--- src/rtl/wdk_pkg.sv ---
package wdk_pkg;
  typedef enum logic {
    KEY_IDLE = 1'b0,
    KEY_HALF = 1'b1
  } key_state_e;
endpackage

--- src/rtl/wdk_key_detect.sv ---
module wdk_key_detect #(
  parameter int ADDR_W = 8,
  parameter int DATA_W = 8,
  parameter logic [ADDR_W-1:0] KEY_ADDR   = 8'hA6,
  parameter logic [DATA_W-1:0] KEY_FIRST  = 8'h1E,
  parameter logic [DATA_W-1:0] KEY_SECOND = 8'hE1
) (
  input  logic              clk,
  input  logic              rst,
  input  logic              clear,
  input  logic              wr_en,
  input  logic [ADDR_W-1:0] wr_addr,
  input  logic [DATA_W-1:0] wr_data,
  output logic              key_ok
);
  import wdk_pkg::*;

  key_state_e st;
  logic       hit;

  // a write that targets the key register while the detector is live
  assign hit    = wr_en && (wr_addr == KEY_ADDR) && !clear;
  assign key_ok = hit && (st == KEY_HALF) && (wr_data == KEY_SECOND);

  always_ff @(posedge clk) begin
    if (rst || clear) begin
      st <= KEY_IDLE;
    end else if (hit) begin
      st <= (wr_data == KEY_FIRST) ? KEY_HALF : KEY_IDLE;
    end
  end
endmodule

--- src/rtl/wdk_counter.sv ---
module wdk_counter #(
  parameter int CNT_W = 14
) (
  input  logic             clk,
  input  logic             rst,
  input  logic             hold,
  input  logic             mc_en,
  input  logic             key_ok,
  output logic             armed,
  output logic [CNT_W-1:0] cnt,
  output logic             ovf
);
  localparam logic [CNT_W-1:0] CNT_MAX = '1;

  assign ovf = armed && (cnt == CNT_MAX);

  // priority: reset/pulse/expiry, then key, then strobe
  always_ff @(posedge clk) begin
    if (rst || hold || ovf) begin
      armed <= 1'b0;
      cnt   <= '0;
    end else if (key_ok) begin
      armed <= 1'b1;
      cnt   <= '0;
    end else if (armed && mc_en) begin
      cnt <= cnt + CNT_W'(1);
    end
  end
endmodule

--- src/rtl/wdk_pulse.sv ---
module wdk_pulse #(
  parameter int PULSE_LEN = 96
) (
  input  logic clk,
  input  logic rst,
  input  logic fire,
  output logic pulse
);
  localparam int LW = (PULSE_LEN > 1) ? $clog2(PULSE_LEN) : 1;
  localparam logic [LW-1:0] LAST = LW'(PULSE_LEN - 1);

  logic [LW-1:0] left;

  always_ff @(posedge clk) begin
    if (rst) begin
      pulse <= 1'b0;
      left  <= '0;
    end else if (fire && !pulse) begin
      pulse <= 1'b1;
      left  <= LAST;
    end else if (pulse) begin
      if (left == '0) pulse <= 1'b0;
      else            left  <= left - LW'(1);
    end
  end
endmodule

--- src/rtl/wdog_keyed.sv ---
module wdog_keyed #(
  parameter int ADDR_W    = 8,
  parameter int DATA_W    = 8,
  parameter int CNT_W     = 14,
  parameter int PULSE_LEN = 96,
  parameter logic [ADDR_W-1:0] KEY_ADDR   = 8'hA6,
  parameter logic [DATA_W-1:0] KEY_FIRST  = 8'h1E,
  parameter logic [DATA_W-1:0] KEY_SECOND = 8'hE1
) (
  input  logic              clk,
  input  logic              rst,
  input  logic              mc_en,
  input  logic              wr_en,
  input  logic [ADDR_W-1:0] wr_addr,
  input  logic [DATA_W-1:0] wr_data,
  output logic              rst_out
);
  logic             key_ok;
  logic             armed;
  logic [CNT_W-1:0] cnt;
  logic             ovf;

  wdk_key_detect #(
    .ADDR_W(ADDR_W), .DATA_W(DATA_W), .KEY_ADDR(KEY_ADDR),
    .KEY_FIRST(KEY_FIRST), .KEY_SECOND(KEY_SECOND)
  ) u_key (
    .clk(clk), .rst(rst), .clear(rst_out),
    .wr_en(wr_en), .wr_addr(wr_addr), .wr_data(wr_data),
    .key_ok(key_ok)
  );

  wdk_counter #(.CNT_W(CNT_W)) u_cnt (
    .clk(clk), .rst(rst), .hold(rst_out), .mc_en(mc_en),
    .key_ok(key_ok), .armed(armed), .cnt(cnt), .ovf(ovf)
  );

  wdk_pulse #(.PULSE_LEN(PULSE_LEN)) u_pulse (
    .clk(clk), .rst(rst), .fire(ovf), .pulse(rst_out)
  );
endmodule

--- config.mk ---
export PLATFORM = sky130hd
export DESIGN_NAME = wdog_keyed
export DESIGN_NICKNAME = d
export VERILOG_FILES = /design/src/rtl/wdk_pkg.sv /design/src/rtl/wdk_key_detect.sv /design/src/rtl/wdk_counter.sv /design/src/rtl/wdk_pulse.sv /design/src/rtl/wdog_keyed.sv
export SDC_FILE = /design/constraint.sdc
export NUM_CORES = 1
export LEC_CHECK = 0
export BUFFER_PORTS_ARGS = -buffer_cell sky130_fd_sc_hd__buf_2
export CORE_AREA = 8 8 56 58
export DETAILED_ROUTE_END_ITERATION = 8
export DIE_AREA = 0 0 64 66
export GPL_TIMING_DRIVEN = 0
export PLACE_DENSITY = 0.8
export SLEW_MARGIN = 20
export SYNTH_ARGS = -nofsm -noshare
export SYNTH_HDL_FRONTEND = slang
export SYNTH_SLANG_ARGS = --single-unit
--- constraint.sdc ---
create_clock -name clk -period 3.8 [get_ports clk]
set_input_delay 0.19 -clock clk [delete_from_list [all_inputs] [get_ports clk]]
set_output_delay 0.19 -clock clk [all_outputs]
set_load 0.01 [all_outputs]
==> results of run 1 <==
[per-layer routing]
layer	GRT usage, %	vias to the layer above
met4	5.85	0
met2	22.6	37
met5	0	-
li1	-	539
met1	16.1	500
met3	2.20	7
[registers in the layout, summed over array words and instances (netlist names)]
name,count
u_cnt.armed,1
u_cnt.cnt,14
u_key.st,1
u_pulse.left,7
u_pulse.pulse,1
[cell type report]
type                    count  area share (%)
multi-input cells         103            51.3
flip-flops and latches     24            33.2
repair buffers             19            6.57
plain buffers               5            3.28
well taps                  30            2.59
clock buffers               4            2.51
inverters                   2           0.519
[cell usage after synthesis, drive strengths merged (4+ instances only)]
| cell | n |
|---|---|
| dfxtp | 24 |
| nor2 | 18 |
| xor2 | 10 |
| nand2 | 8 |
| nand4 | 8 |
| a21oi | 7 |
| nand3 | 6 |
| and4 | 4 |
| nor4b | 4 |
| xnor2 | 4 |
[where the power goes]
part	internal [W]	leakage [nW]	switching (W)
clock	0.0000585	0.0210	0.0000749
sequential	0.000252	0.193	0.0000000000625
combinational	0.0000119	0.374	0.00000945
[path summary, 6_finish.rpt]
check                from         endpoint  slack [ps]  cells after the start
min reg2reg  u_cnt.cnt[1]     u_cnt.cnt[1]         490                      2
min                   rst  u_pulse.left[2]         100                      2
max          u_cnt.cnt[0]    u_cnt.cnt[10]        2060                      6
max reg2reg  u_cnt.cnt[0]    u_cnt.cnt[10]        2060                      6
[worst max-delay path: stages (launching register included)]
cell	delay (ps)
dfxtp_1	390
ha_1	200
nand3_1	110
or4_4	570
o211ai_4	130
buf_6	180
nor2_1	60
[kinds of logic (layout without fill, tap and decap cells)]
family                   count (synthesis)  count (layout)  share of synthesized area, %
AND/OR/NAND/NOR                         69              69                          35.3
flip-flops                              24              24                          37.6
AO/OA/AOI/OAI                           15              15                          8.71
XOR/XNOR                                14              14                          9.59
buffers and inverters                    7              30                          4.31
adder cells (fa/ha/maj)                  3               3                          2.94
multiplexers                             2               2                          1.57
[cells in the final DEF (no fill, tap or decap), drive strengths merged]
| cell | synthesis | final |
|---|---|---|
| xor2 | 10 | 10 |
| nand2 | 8 | 8 |
| nor4 | 3 | 3 |
| o211ai | 1 | 1 |
| and4bb | 1 | 1 |
| a31o | 1 | 1 |
| nor3 | 3 | 3 |
| inv | 2 | 2 |
| a21oi | 7 | 7 |
| a211oi | 2 | 2 |
| ha | 3 | 3 |
| o211a | 1 | 1 |
| nand3 | 6 | 6 |
| buf | 2 | 21 |
| clkbuf | 3 | 7 |
| and4 | 4 | 4 |
| nor4bb | 1 | 1 |
| nand2b | 2 | 2 |
| nand4b | 1 | 1 |
| nor2 | 18 | 18 |
| nand4 | 8 | 8 |
| or3 | 1 | 1 |
| and3 | 2 | 2 |
| or4 | 1 | 1 |
| and2 | 1 | 1 |
| or4b | 1 | 1 |
| nor4b | 4 | 4 |
| dfxtp | 24 | 24 |
| a211o | 1 | 1 |
| mux2i | 2 | 2 |
| nor3b | 3 | 3 |
| a31oi | 2 | 2 |
| nand4bb | 1 | 1 |
| xnor2 | 4 | 4 |
[stage by stage]
stage / hold WS, ps / power, W / util [%] / instances / setup WS (ps)
2_1_floorplan: 351 / 0.000267 / - / 134 / 2240
3_3_place_gp: 425 / 0.000277 / 60.8 / 183 / 2140
3_5_place_dp: 428 / 0.000278 / 60.8 / 183 / 2090
4_1_cts: 87.4 / 0.000410 / 62.4 / 187 / 2050
5_1_grt: 74.3 / 0.000424 / 62.4 / 187 / 1960
6_report: 97.1 / 0.000406 / 62.4 / 187 / 2060
==> impl_metrics.py, run 1 <==
metrics = {
    "synthesis": {
        "synth_largest_area_cell": "dfxtp_1",
        "synthTopCellsByArea": "dfxtp_1 38%, xor2_1 6.8%, nor2_1 5.3%",
        "yosysWarnings": 0,
        "synth_nets": 157,
        "synth_area_per_cell_sq_um": 9.54,
        "ys_seq_area_share_pct": 37.6,
        "syn_inst": 134,
        "syn_area_sq_um": 1280,
        "synth.distinct_cells": 42,
        "yosys_register_bits": 24,
        "synth-edff-count": 0,
        "synth_top_area_share_pct": 37.6,
        "ys.flop_type": "dfxtp_1",
        "synthArstFlopShare_pct": 0,
    },
    "worst_setup_path": {
        "critPathArrivalTime_ps": 1960,
        "crit_path_start_kind": "register",
        "end_kind": "register",
        "path_max_fanout": 10,
        "cp_data_required_time_ps": 4020,
        "path_class": "reg -> reg",
    },
    "power_and_ir_drop": {
        "leakage_nw": 0.589,
        "power_density_nw_per_um2": 281,
        "ir_drop_uv": 231,
    },
    "die": {
        "die_w_um": 64,
        "die_area_sq_um": 4220,
        "fp-row-count": 18,
        "ioPinCount": 21,
        "die_h_um": 66,
        "initial_core_util_pct": 55.1,
        "coreArea_sq_um": 2320,
    },
    "sta": {
        "rsz0062_at_grt": "no",
        "period_share_pct": 45.9,
        "setup_violations": 0,
        "drv_slew": 0,
        "fin_tns_setup_ps": 0,
        "tightest_slew_ps": 369,
        "hold_viol": 0,
        "relSlewSlack_pct": 75.2,
        "final.setup_skew_ps": 3.82,
        "clock.fmax_mhz": 574,
        "fin_crit_ps": 1740,
    },
    "run_status": {
        "status": "completed",
    },
    "cells_and_area": {
        "syn_to_final_growth_pct": 13.2,
        "fin_area_sq_um": 1450,
        "final_nets": 181,
        "antenna_cells": 0,
        "multiInputGateArea_sq_um": 743,
        "n_fill_cell": 200,
        "ff_latch_area_sq_um": 480,
        "layout-drive-gt1-share_pct": 24.8,
    },
    "global_route": {
        "grt_start_max_net_pins": 14,
        "antenna_found_initial": 0,
        "overflow": 0,
        "grt_pass1_vias": 1101,
        "grt_pass1_wl_um": 4690,
        "grtUsageTotal_pct": 13.3,
    },
    "detailed_routing": {
        "route.met3.wl_um": 92,
        "drt_iter0_drc": 31,
        "wl_met1_um": 1240,
        "drc_errors": 0,
        "dr.max_layer_used": "met4",
        "wl_met2_um": 1280,
        "via_per_inst": 5.79,
        "vias": 1083,
        "first_pass_iters": 4,
        "ant_nets": 0,
        "wl_um": 2660,
        "wl_per_cell_um": 14.2,
    },
    "placement": {
        "dp_hpwl_um": 2020,
        "placed_cell_area_sq_um": 1410,
        "gp_congestion": 0.808,
        "io_buffer_count": 19,
    },
    "hold_path": {
        "hp-class": "in -> reg",
    },
    "clock_network": {
        "htreeDepth": 1,
        "post_cts_resized": 0,
        "post_cts_buffers": 0,
        "cts_tree": "done",
        "ctsHoldBuffers": 0,
        "cts_inserted_buffers": 3,
        "cts_root_buf": "clkbuf_4",
        "clock_latency_ps": 310,
        "clock_sinks": 24,
        "clk_path_buf_depth": 2,
        "clk_pin_slew_ps": 130,
    },
    "job": {
        "max_cap_violations": 0,
    },
}
Power figures use the tool's default switching activity.
==> run 2: changes to the inputs <==
--- a/config.mk
+++ b/config.mk
@@ -6,11 +6,11 @@
 export NUM_CORES = 1
 export LEC_CHECK = 0
 export BUFFER_PORTS_ARGS = -buffer_cell sky130_fd_sc_hd__buf_2
-export CORE_AREA = 8 8 56 58
+export CORE_AREA = 8 8 58 60
 export DETAILED_ROUTE_END_ITERATION = 8
-export DIE_AREA = 0 0 64 66
+export DIE_AREA = 0 0 66 68
 export GPL_TIMING_DRIVEN = 0
-export PLACE_DENSITY = 0.8
+export PLACE_DENSITY = 0.75
 export SLEW_MARGIN = 20
 export SYNTH_ARGS = -nofsm -noshare
 export SYNTH_HDL_FRONTEND = slang
==> constraint.sdc (replaced) <==
create_clock -name clk -period 1.7 [get_ports clk]
set_input_delay 0.085 -clock clk [delete_from_list [all_inputs] [get_ports clk]]
set_output_delay 0.085 -clock clk [all_outputs]
set_load 0.01 [all_outputs]
==> run 2 against run 1 <==
Against the previous run: final cell count increased by 3.2%; combinational power rose to 2.6 times the previous value; clock power increased by 74%; register-to-register slack got worse by 2000 ps; non-clock buffer count is 6 higher; core utilization shrank 4.2 points; wire length down 6.5%; power rose by 110%; count of clock-buffer cells in the layout is 1 lower; worst setup slack lost 2000 ps; critical path type unchanged.
==> impl_metrics.py, run 2 (synthesis gave the netlist of run 1 again) <==
metrics = {
    "run_status": {
        "status": "completed",
    },
    "sta": {
        "tightest_slew_ps": 356,
        "final.setup_skew_ps": 3.09,
        "fin_crit_ps": 1640,
        "rsz0062_at_grt": "yes",
        "clock.fmax_mhz": 610,
        "setup_violations": 0,
        "period_share_pct": 96.4,
        "drv_slew": 0,
        "relSlewSlack_pct": 76.0,
        "hold_viol": 0,
        "fin_tns_setup_ps": 0,
    },
    "die": {
        "coreArea_sq_um": 2570,
        "initial_core_util_pct": 49.8,
        "ioPinCount": 21,
        "die_area_sq_um": 4490,
        "fp-row-count": 19,
        "die_w_um": 66,
        "die_h_um": 68,
    },
    "global_route": {
        "grt_pass1_vias": 1034,
        "antenna_found_initial": 0,
        "grtUsageTotal_pct": 11.8,
        "grt_start_max_net_pins": 13,
        "grt_pass1_wl_um": 4280,
        "overflow": 0,
    },
    "cells_and_area": {
        "antenna_cells": 0,
        "final_cell_mix": "21 x dfxtp_1, 20 x buf_2, 18 x nor2_1",
        "layout-drive-gt1-share_pct": 28.4,
        "largest_reg_flops": 14,
        "final_nets": 187,
        "top_register": "u_cnt.cnt",
        "fin_cells": 193,
        "syn_to_final_growth_pct": 16.8,
        "reg.largest.list": "u_cnt.cnt x14, u_pulse.left x7",
        "layout_commonest_cell": "dfxtp_1",
    },
    "detailed_routing": {
        "drc_errors": 0,
        "ant_nets": 0,
        "via_per_inst": 5.54,
        "wl_per_cell_um": 12.9,
        "drt_iter0_drc": 51,
        "wl_um": 2490,
        "vias": 1070,
        "first_pass_iters": 4,
    },
    "placement": {
        "dp_cells": 184,
        "dp_hpwl_um": 1920,
        "io_buffer_count": 19,
        "gp_congestion": 0.818,
    },
    "clock_network": {
        "clk_path_buf_depth": 2,
        "htreeDepth": 1,
        "clk_pin_slew_ps": 120,
        "clock_latency_ps": 300,
        "cts_tree": "done",
        "cts_inserted_buffers": 3,
        "clock_sinks": 24,
        "cts_root_buf": "clkbuf_4",
    },
    "worst_setup_path": {
        "path_max_fanout": 5,
        "crit_path_start_kind": "register",
        "critPathCapture": "u_cnt.cnt[11]",
        "r2r-start": "u_pulse.pulse",
        "reg2reg_to": "u_cnt.cnt[11]",
        "path_class": "reg -> reg",
        "rrSetupSlack_ps": 60,
        "r2r_cells": 5,
        "startpoint": "u_pulse.pulse",
        "critPathArrivalTime_ps": 1840,
        "cp_data_required_time_ps": 1900,
        "end_kind": "register",
    },
    "hold_path": {
        "hp-class": "in -> reg",
    },
    "power_and_ir_drop": {
        "power_density_nw_per_um2": 569,
        "leakage_nw": 0.612,
        "ir_drop_uv": 344,
    },
    "job": {
        "max_cap_violations": 0,
    },
}
run 2: cell types whose count changed in the layout (fill, tap and decap cells not counted):
cell           before  now
buf_4               0    3
dlygate4sd3_1       0    1
dfxtp_1            24   21
clkbuf_8            3    2
buf_6               1    3
dfxtp_2             0    3
run 2: layer usage:
layer,GRT usage [%],part of all wire (%)
met5,0,0
met4,5.33,1.0
met3,2.78,4.6
met2,19.5,47
met1,14.4,48
run 2: worst max-delay path, cell delays in order, from the launching register on:
cell,delay [ps]
dfxtp_1,370
nor4b_1,340
nand4_1,270
o211ai_4,350
buf_6,160
nor2_1,50
run 2: worst min path at each step:
stage                     start  cells after the start               to  slack [ps]
after detailed placement    rst                      2  u_pulse.left[5]         330
after global routing      mc_en                      3     u_cnt.cnt[1]          80
after floorplan           mc_en                      2     u_cnt.cnt[1]         250
final                     mc_en                      3     u_cnt.cnt[1]          80
after CTS                 mc_en                      3     u_cnt.cnt[1]          70
after global placement      rst                      2  u_pulse.left[6]         320
run 2: what timing repair did:
item / in CTS / in global routing
pin swaps: 0 / 2
endpoints found under the hold margin: 5 / 0
buffers inserted: 0 / 4
gates cloned: 0 / 1
hold buffers: 1 / 0
endpoints found under the setup margin: 10 / 13
resized for setup: 1 / 5
run 2: per-stage QoR:
| stage | total power (W) | area (sq um) | util (%) | setup slack, ps | hold slack (ps) |
|---|---|---|---|---|---|
| after global placement | 0.000620 | 1410 | 55.0 | 42.5 | 321 |
| after detailed placement | 0.000623 | 1410 | 55.0 | 4.40 | 325 |
| final | 0.000850 | 1490 | 58.2 | 60.9 | 80.1 |
| after CTS | 0.000862 | 1450 | 56.3 | 6.14 | 74.1 |
| after floorplan | 0.000596 | 1280 | - | 145 | 246 |
| after global routing | 0.000896 | 1490 | 58.2 | -26.7 | 76.6 |
run 2: area by class of cell:
| class | instances | area, sq um |
|---|---|---|
| repair buffers | 25 | 150 |
| flip-flops and latches | 24 | 484 |
| plain buffers | 5 | 47.5 |
| well taps | 31 | 38.8 |
| fillers | 240 | 1070 |
| clock buffers | 3 | 22.5 |
| inverters | 2 | 7.51 |
| multi-input cells | 103 | 743 |
run 2: power by group:
group	switching, W	internal, W	total (W)
Clock	0.000149	0.0000824	0.000232
Sequential	0.000000000168	0.000562	0.000562
Combinational	0.0000235	0.0000325	0.0000559
==> run 3: changes to the inputs <==
--- a/config.mk
+++ b/config.mk
@@ -10,7 +10,7 @@
 export DETAILED_ROUTE_END_ITERATION = 8
 export DIE_AREA = 0 0 66 68
 export GPL_TIMING_DRIVEN = 0
-export PLACE_DENSITY = 0.75
+export PLACE_DENSITY_LB_ADDON = 0.12
 export SLEW_MARGIN = 20
 export SYNTH_ARGS = -nofsm -noshare
 export SYNTH_HDL_FRONTEND = slang
==> run 3 against run 2 <==
Against the previous run: power rose by 22%; sequential power barely moved; sequential cell count did not move; first-iteration DRC count rose by 51%; wire length rose by 5.1%; global-route usage barely moved; register-to-register slack barely moved; highest routed layer unchanged; critical endpoint is now u_cnt.cnt[3].
==> impl_metrics.py, run 3 (synthesis gave the netlist of run 1 again) <==
metrics = {
    "run_status": {
        "status": "completed",
    },
    "cells_and_area": {
        "top_register": "u_cnt.cnt",
        "layout-drive-gt1-share_pct": 30.4,
        "syn_to_final_growth_pct": 18.6,
        "fin_cells": 192,
        "layout_commonest_cell": "buf_2",
        "reg.largest.list": "u_cnt.cnt x14, u_pulse.left x7",
        "final_cell_mix": "20 x buf_2, 19 x dfxtp_1, 18 x nor2_1",
        "fin_util_pct": 59.1,
        "antenna_cells": 0,
        "final_nets": 185,
        "largest_reg_flops": 14,
    },
    "clock_network": {
        "clk_path_buf_depth": 2,
        "clock_latency_ps": 320,
        "cts_tree": "done",
        "cts_root_buf": "clkbuf_4",
        "htreeDepth": 1,
        "clock_sinks": 24,
        "clk_pin_slew_ps": 140,
        "cts_inserted_buffers": 3,
    },
    "sta": {
        "clock.fmax_mhz": 609,
        "period_share_pct": 96.7,
        "hold_viol": 0,
        "final.setup_skew_ps": 7.78,
        "fin_crit_ps": 1640,
        "setup_violations": 0,
        "tightest_slew_ps": 332,
        "hold_slack_ps": 39.3,
        "fin_ws_ps": 56.6,
        "drv_slew": 0,
        "relSlewSlack_pct": 77.7,
    },
    "worst_setup_path": {
        "critPathArrivalTime_ps": 1870,
        "rrSetupSlack_ps": 60,
        "max_stage_delay_ps": 530,
        "cp_data_required_time_ps": 1930,
        "path_class": "reg -> reg",
        "crit_path_start_kind": "register",
        "slowest_stage": "or4_4",
        "end_kind": "register",
        "path_cells": "ha_1, nand3_1, or4_4, o211ai_4, buf_6, nor2_1",
        "path_max_fanout": 6,
    },
    "placement": {
        "io_buffer_count": 19,
        "gp_congestion": 0.804,
        "dp_cells": 184,
        "dp_hpwl_um": 1930,
        "post-place-ws_ps": 7.16,
    },
    "global_route": {
        "grt_start_max_net_pins": 15,
        "overflow": 0,
        "grt_pass1_wl_um": 4330,
        "grt_pass1_vias": 1062,
        "antenna_found_initial": 0,
        "grtUsageTotal_pct": 11.9,
    },
    "die": {
        "initial_core_util_pct": 49.8,
        "die_w_um": 66,
        "die_h_um": 68,
        "fp-row-count": 19,
        "die_area_sq_um": 4490,
        "ioPinCount": 21,
        "coreArea_sq_um": 2570,
    },
    "detailed_routing": {
        "vias": 1081,
        "wl_per_cell_um": 13.6,
        "drt_iter0_drc": 77,
        "via_per_inst": 5.63,
        "ant_nets": 0,
        "wl_um": 2620,
        "drc_errors": 0,
        "first_pass_iters": 4,
    },
    "power_and_ir_drop": {
        "finalPower_w": 0.00103,
        "ir_drop_uv": 549,
        "power_density_nw_per_um2": 681,
        "leakage_nw": 0.618,
    },
    "job": {
        "max_cap_violations": 0,
    },
    "hold_path": {
        "hp-class": "in -> reg",
    },
}
-- run 3: cell types whose count changed in the layout (fill, tap and decap cells not counted), sizes merged --
cell | before | now
buf | 26 | 24
bufinv | 0 | 1
-- run 3: what timing repair did --
action,in CTS,in global routing
endpoints found under the hold margin,8,0
pin swaps,0,2
hold buffers,1,0
setup buffers,1,1
gates resized for setup,0,9
gates cloned,0,1
setup endpoints to repair,1,12
-- run 3: stage by stage --
step	TNS, ps	cell area (sq um)
after floorplan	0	1280
after global placement	0	1410
after detailed placement	0	1410
after CTS	0	1480
after global routing	-1.06	1520
final	0	1520
-- run 3: report_power, final --
group           switching [W]  internal (W)  total (W)
registers      0.000000000157      0.000562   0.000562
logic               0.0000228     0.0000316  0.0000544
clock network        0.000178      0.000238   0.000416
-- run 3: critical path, delay by kind of cell, from the launching register on --
family                   cells  cell delay [ps]
AND/OR/NAND/NOR              3              690
flip-flops                   1              370
adder cells (fa/ha/maj)      1              180
buffers and inverters        1              170
AO/OA/AOI/OAI                1              150
-- run 3: layout make-up --
cell class / count / area, sq um
clock buffer: 3 / 22.5
tap: 31 / 38.8
timing repair buffer: 23 / 131
clock inverter: 1 / 30.0
multi-input combinational: 103 / 752
fill: 251 / 1050
inverter: 2 / 7.51
buffer: 5 / 47.5
sequential: 24 / 487
-- run 3: metal layers --
layer / vias to the layer above / routed length (um) / GRT usage [%]
met1: 509 / 1190 / 13.8
met5: - / 0 / 0
met2: 21 / 1280 / 21.1
met4: 0 / 29 / 4.00
li1: 547 / - / -
met3: 4 / 115 / 2.62
-- run 3: path summary, 6_finish.rpt --
| check | start | endpoint | depth (start not counted) |
|---|---|---|---|
| worst max-delay path | u_cnt.cnt[0] | u_cnt.cnt[3] | 6 |
| worst min-delay path | mc_en | u_cnt.cnt[1] | 3 |
| worst max register to register | u_cnt.cnt[0] | u_cnt.cnt[3] | 6 |
| worst min register to register | u_cnt.cnt[1] | u_cnt.cnt[1] | 2 |
